===== config.mk =====
export PLATFORM = sky130hd
export DESIGN_NAME = dbg_trig_fire_gate
export DESIGN_NICKNAME = d
export VERILOG_FILES = /design/src/rtl/dtf_pkg.sv /design/src/rtl/dtf_ctrl_reg.sv /design/src/rtl/dtf_inhibit_eval.sv /design/src/rtl/dtf_fire_stage.sv /design/src/rtl/dbg_trig_fire_gate.sv
export SDC_FILE = /design/constraint.sdc
export NUM_CORES = 1
export LEC_CHECK = 0
export BUFFER_PORTS_ARGS = -buffer_cell sky130_fd_sc_hd__buf_2
export CELL_PAD_IN_SITES_DETAIL_PLACEMENT = 1
export CELL_PAD_IN_SITES_GLOBAL_PLACEMENT = 1
export CORE_MARGIN = 10
export CORE_UTILIZATION = 18
export DETAILED_ROUTE_END_ITERATION = 8
export HOLD_SLACK_MARGIN = 0.06
export PLACE_DENSITY = 0.8
export SLEW_MARGIN = 20
export SYNTH_ARGS = -nofsm -noshare
export SYNTH_HDL_FRONTEND = slang
export SYNTH_SLANG_ARGS = --single-unit

===== constraint.sdc =====
create_clock -name clk -period 2.2 [get_ports clk]
set_input_delay 0.44 -clock clk [delete_from_list [all_inputs] [get_ports clk]]
set_output_delay 0.44 -clock clk [all_outputs]
set_load 0.03 [all_outputs]

===== src/rtl/dtf_pkg.sv =====
package dtf_pkg;
  localparam int unsigned MTE_POS  = 3;
  localparam int unsigned MPTE_POS = 7;

  localparam logic [1:0] PRIV_U = 2'b00;
  localparam logic [1:0] PRIV_S = 2'b01;
  localparam logic [1:0] PRIV_M = 2'b11;

  typedef struct packed {
    logic mpte;
    logic mte;
  } tctrl_t;
endpackage


===== src/rtl/dtf_ctrl_reg.sv =====
module dtf_ctrl_reg
  import dtf_pkg::*;
#(
  parameter int unsigned CTRL_W = 8
) (
  input  logic              clk,
  input  logic              rst_n,
  input  logic              trap_to_m,
  input  logic              trap_ret_m,
  input  logic              csr_we,
  input  logic [CTRL_W-1:0] csr_wdata,
  output logic [CTRL_W-1:0] csr_rdata,
  output tctrl_t            ctl_q
);
  tctrl_t ctl_d;
  logic   ctl_en;
  logic   unused_wdata;

  assign unused_wdata = ^csr_wdata;
  assign ctl_en = trap_to_m | trap_ret_m | csr_we;

  always_comb begin
    ctl_d = ctl_q;
    if (trap_to_m) begin
      ctl_d.mpte = ctl_q.mte;
      ctl_d.mte  = 1'b0;
    end else if (trap_ret_m) begin
      ctl_d.mte  = ctl_q.mpte;
    end else if (csr_we) begin
      ctl_d.mte  = csr_wdata[MTE_POS];
      ctl_d.mpte = csr_wdata[MPTE_POS];
    end
  end

  always_ff @(posedge clk or negedge rst_n) begin
    if (!rst_n)      ctl_q <= '0;
    else if (ctl_en) ctl_q <= ctl_d;
  end

  always_comb begin
    csr_rdata           = '0;
    csr_rdata[MTE_POS]  = ctl_q.mte;
    csr_rdata[MPTE_POS] = ctl_q.mpte;
  end
endmodule


===== src/rtl/dtf_inhibit_eval.sv =====
module dtf_inhibit_eval
  import dtf_pkg::*;
(
  input  logic       s_mode_present,
  input  logic [1:0] priv,
  input  logic       virt,
  input  logic       m_ie,
  input  logic       s_ie,
  input  logic       vs_ie,
  input  logic       m_deleg_bp,
  input  logic       h_deleg_bp,
  input  logic       mte,
  output logic       block_bp
);
  logic blk_with_s;
  logic blk_no_s;

  always_comb begin
    blk_with_s = 1'b0;
    unique case (priv)
      PRIV_M:  blk_with_s = ~m_ie;
      PRIV_S:  blk_with_s = virt ? (m_deleg_bp & h_deleg_bp & ~vs_ie)
                                 : (m_deleg_bp & ~s_ie);
      default: blk_with_s = 1'b0;
    endcase
  end

  assign blk_no_s = (priv == PRIV_M) & ~mte;
  assign block_bp = s_mode_present ? blk_with_s : blk_no_s;
endmodule


===== src/rtl/dtf_fire_stage.sv =====
module dtf_fire_stage #(
  parameter int unsigned NUM_TRIG = 4,
  parameter int unsigned ACT_W    = 4
) (
  input  logic                      clk,
  input  logic                      rst_n,
  input  logic                      block_bp,
  input  logic [NUM_TRIG-1:0]       trig_match,
  input  logic [NUM_TRIG*ACT_W-1:0] trig_action,
  output logic [NUM_TRIG-1:0]       fire_en
);
  logic [NUM_TRIG-1:0] fire_d;

  for (genvar i = 0; i < NUM_TRIG; i++) begin : g_trig
    logic is_bp;
    assign is_bp     = (trig_action[i*ACT_W +: ACT_W] == '0);
    assign fire_d[i] = trig_match[i] & ~(is_bp & block_bp);
  end

  always_ff @(posedge clk or negedge rst_n) begin
    if (!rst_n) fire_en <= '0;
    else        fire_en <= fire_d;
  end
endmodule


===== src/rtl/dbg_trig_fire_gate.sv =====
module dbg_trig_fire_gate
  import dtf_pkg::*;
#(
  parameter int unsigned NUM_TRIG = 4,
  parameter int unsigned ACT_W    = 4,
  parameter int unsigned CTRL_W   = 8
) (
  input  logic                      clk,
  input  logic                      rst_n,
  input  logic                      s_mode_present,
  input  logic [1:0]                priv,
  input  logic                      virt,
  input  logic                      m_ie,
  input  logic                      s_ie,
  input  logic                      vs_ie,
  input  logic                      m_deleg_bp,
  input  logic                      h_deleg_bp,
  input  logic                      trap_to_m,
  input  logic                      trap_ret_m,
  input  logic                      csr_we,
  input  logic [CTRL_W-1:0]         csr_wdata,
  output logic [CTRL_W-1:0]         csr_rdata,
  input  logic [NUM_TRIG-1:0]       trig_match,
  input  logic [NUM_TRIG*ACT_W-1:0] trig_action,
  output logic [NUM_TRIG-1:0]       fire_en
);
  tctrl_t ctl_q;
  logic   mte_q;
  logic   mpte_q;
  logic   block_bp;

  assign mte_q  = ctl_q.mte;
  assign mpte_q = ctl_q.mpte;

  dtf_ctrl_reg #(.CTRL_W(CTRL_W)) u_ctrl (
    .clk(clk), .rst_n(rst_n),
    .trap_to_m(trap_to_m), .trap_ret_m(trap_ret_m),
    .csr_we(csr_we), .csr_wdata(csr_wdata),
    .csr_rdata(csr_rdata), .ctl_q(ctl_q)
  );

  dtf_inhibit_eval u_eval (
    .s_mode_present(s_mode_present), .priv(priv), .virt(virt),
    .m_ie(m_ie), .s_ie(s_ie), .vs_ie(vs_ie),
    .m_deleg_bp(m_deleg_bp), .h_deleg_bp(h_deleg_bp),
    .mte(mte_q), .block_bp(block_bp)
  );

  dtf_fire_stage #(.NUM_TRIG(NUM_TRIG), .ACT_W(ACT_W)) u_fire (
    .clk(clk), .rst_n(rst_n), .block_bp(block_bp),
    .trig_match(trig_match), .trig_action(trig_action),
    .fire_en(fire_en)
  );
endmodule


==> impl_metrics.ini <==
[place]
portBuffers = 41
placed_cell_area_um2 = 578
place_congestion = 0.720
place_hpwl_um = 1390
dp_cells = 105

[clock_tree]
cts_hold_buf = 1
cts.sinks = 6
cts_buffers = 3
root_buffer = clkbuf_4
ctsResizeCount = 0
post_cts_buffers = 0
clk_latency_ns = 0.24
clock_path_buffers = 2
clkTransAtPathRegs_ns = 0.04
cts_tree = built
cts_max_level = 1

[floorplan]
start_util_pct = 19.0
ioPinCount = 54
fp.dieH_um = 65.5
die_area_um2 = 4290
dieWidth_um = 65.5
rows = 16
core-area_um2 = 1960

[critical_path]
crit_chain = buf_2
required_ns = 1.76
r2r_setup_slack_ns = 1.16
slowest_stage = dfrtp_1
worst-path-max-fanout = 4
crit_arrival_ns = 0.83
crit_family = flip-flops
startpoint_type = flop
crit_buf_inv = 1
critPathCaptureType = output port
slowest_delay_ns = 0.38
crit_type = reg -> out

[synthesis]
seq_area_frac_synth_pct = 40.3
synth_seq_cells = 6
synth_top_area_share_pct = 40.3
syn_inst = 39
synth_area_um2 = 373
avgSynthCellArea_um2 = 9.56
ys_warn_count = 0
yosys.area.top_type = dfrtp_1
synth.top_cells.by_area = dfrtp_1 (40%), buf_4 (14%), a31oi_1 (6.7%)
ys_types = 17

[timing]
rsz0062_at_grt = no
fin_hold_ws_ns = 0.386
hold_viol = 0
finalSetupViolations = 0
skew_ns = 0.00195
finalCriticalPeriod_ns = 1.27
fmax_mhz = 786
drv_slew = 0
final.period_utilization_pct = 57.8
fin_tns_setup_ns = 0

[detailed_routing]
vias_per_cell = 4.10
first_pass_iters = 4
drt.antenna.violating_nets = 0
drc = 0
wire_per_inst_um = 13.2
wirelength_um = 1440
first_iter_violations = 3
via_count = 447

[grt]
grt_max_degree = 7
antenna_found_initial = 0
overflow = 0
grt_pass1_wl_um = 2210
grt_use_total_pct = 6.68
grt_pass1_vias = 558

[layout]
layout_common_cells = buf_2 (41), conb_1 (6), dfrtp_1 (6)
n_antenna_cell = 0
drive_gt1_share_pct = 56.1
final_common_cell = buf_2
final_cell_count_no_fill = 109
fin_area_um2 = 611
syn_to_final_growth_pct = 63.8
fin_nets = 126
post-route-util_pct = 31.1

[min_path]
worstHoldPathType = in -> reg

[status]
status = complete, no violations

[power_and_ir_drop]
power_leakage_uw = 0.000345
ir_drop_mv = 0.135
powerDensity_nw_per_um2 = 504

[run]
cap_viol_max_count = 0
path summary, 6_finish.rpt:
| check | to | cells after the start | startpoint |
|---|---|---|---|
| max reg2reg | u_fire.fire_en[0]$_DFF_PN0_ | 3 | u_ctrl.csr_rdata[3]$_DFFE_PN0P_ |
| min reg2reg | u_ctrl.csr_rdata[3]$_DFFE_PN0P_ | 2 | u_ctrl.csr_rdata[7]$_DFFE_PN0P_ |
| max in group asynchronous | u_fire.fire_en[0]$_DFF_PN0_ | 2 | rst_n |
| min in group asynchronous | u_fire.fire_en[1]$_DFF_PN0_ | 2 | rst_n |
| max | csr_rdata[3] | 1 | u_ctrl.csr_rdata[3]$_DFFE_PN0P_ |
| min | u_ctrl.csr_rdata[3]$_DFFE_PN0P_ | 2 | trap_to_m |
cells in the mapped netlist:
library cell,count
and4b_1,1
o21ai_0,1
or3_4,1
inv_1,4
conb_1,1
mux2_2,1
a31oi_1,4
a21boi_0,1
o21a_1,1
nor3b_1,2
mux2i_1,2
buf_4,7
nand2_1,1
nor2_1,1
nor4_1,4
nand2b_1,1
dfrtp_1,6
routing by layer:
metal	vias to the layer above	wire [µm]	part of all wire, %	GRT usage [%]
met2	34	705	49	10.7
met5	-	0	0	0
met1	197	498	35	5.76
li1	214	-	-	-
met4	0	27	1.9	6.42
met3	2	211	15	3.73
worst reg2reg max path, stage by stage (launching register included):
cell and delay [ns]:
dfrtp_1 0.40, nor3b_1 0.20, o21a_1 0.19, a31oi_1 0.11
layout make-up:
class	count	area (µm²)
clock buffer	3	22.5
fill	253	1350
inverter	4	15.0
multi-input combinational	27	174
sequential	6	150
tap	27	33.8
timing repair buffer	42	215
sequential cells by signal (all words and copies together) (netlist names):
name	cells
u_fire.fire_en	4
u_ctrl.csr_rdata	2
stage by stage:
stage	setup slack (ns)	power [µW]
final	0.928	308
after detailed placement	0.869	216
after floorplan	1.05	180
after CTS	0.895	317
after global placement	0.879	212
after global routing	0.879	333
cells by family after synthesis:
kind of cell / synth area share [%]
and+or+nand+nor: 20.1
DFF: 40.3
other: 1.01
buffers and inverters: 18.1
AOI/OAI and AO/OA: 12.1
muxes: 8.39
where the power goes:
group	switching [µW]	internal (µW)	leakage (µW)
clock network	32.7	61.2	0.0000138
registers	3.15	118	0.0000734
logic	53.2	39.8	0.000258
total	89.0	219	0.000345
No activity file was read; power rests on OpenSTA's default activity.
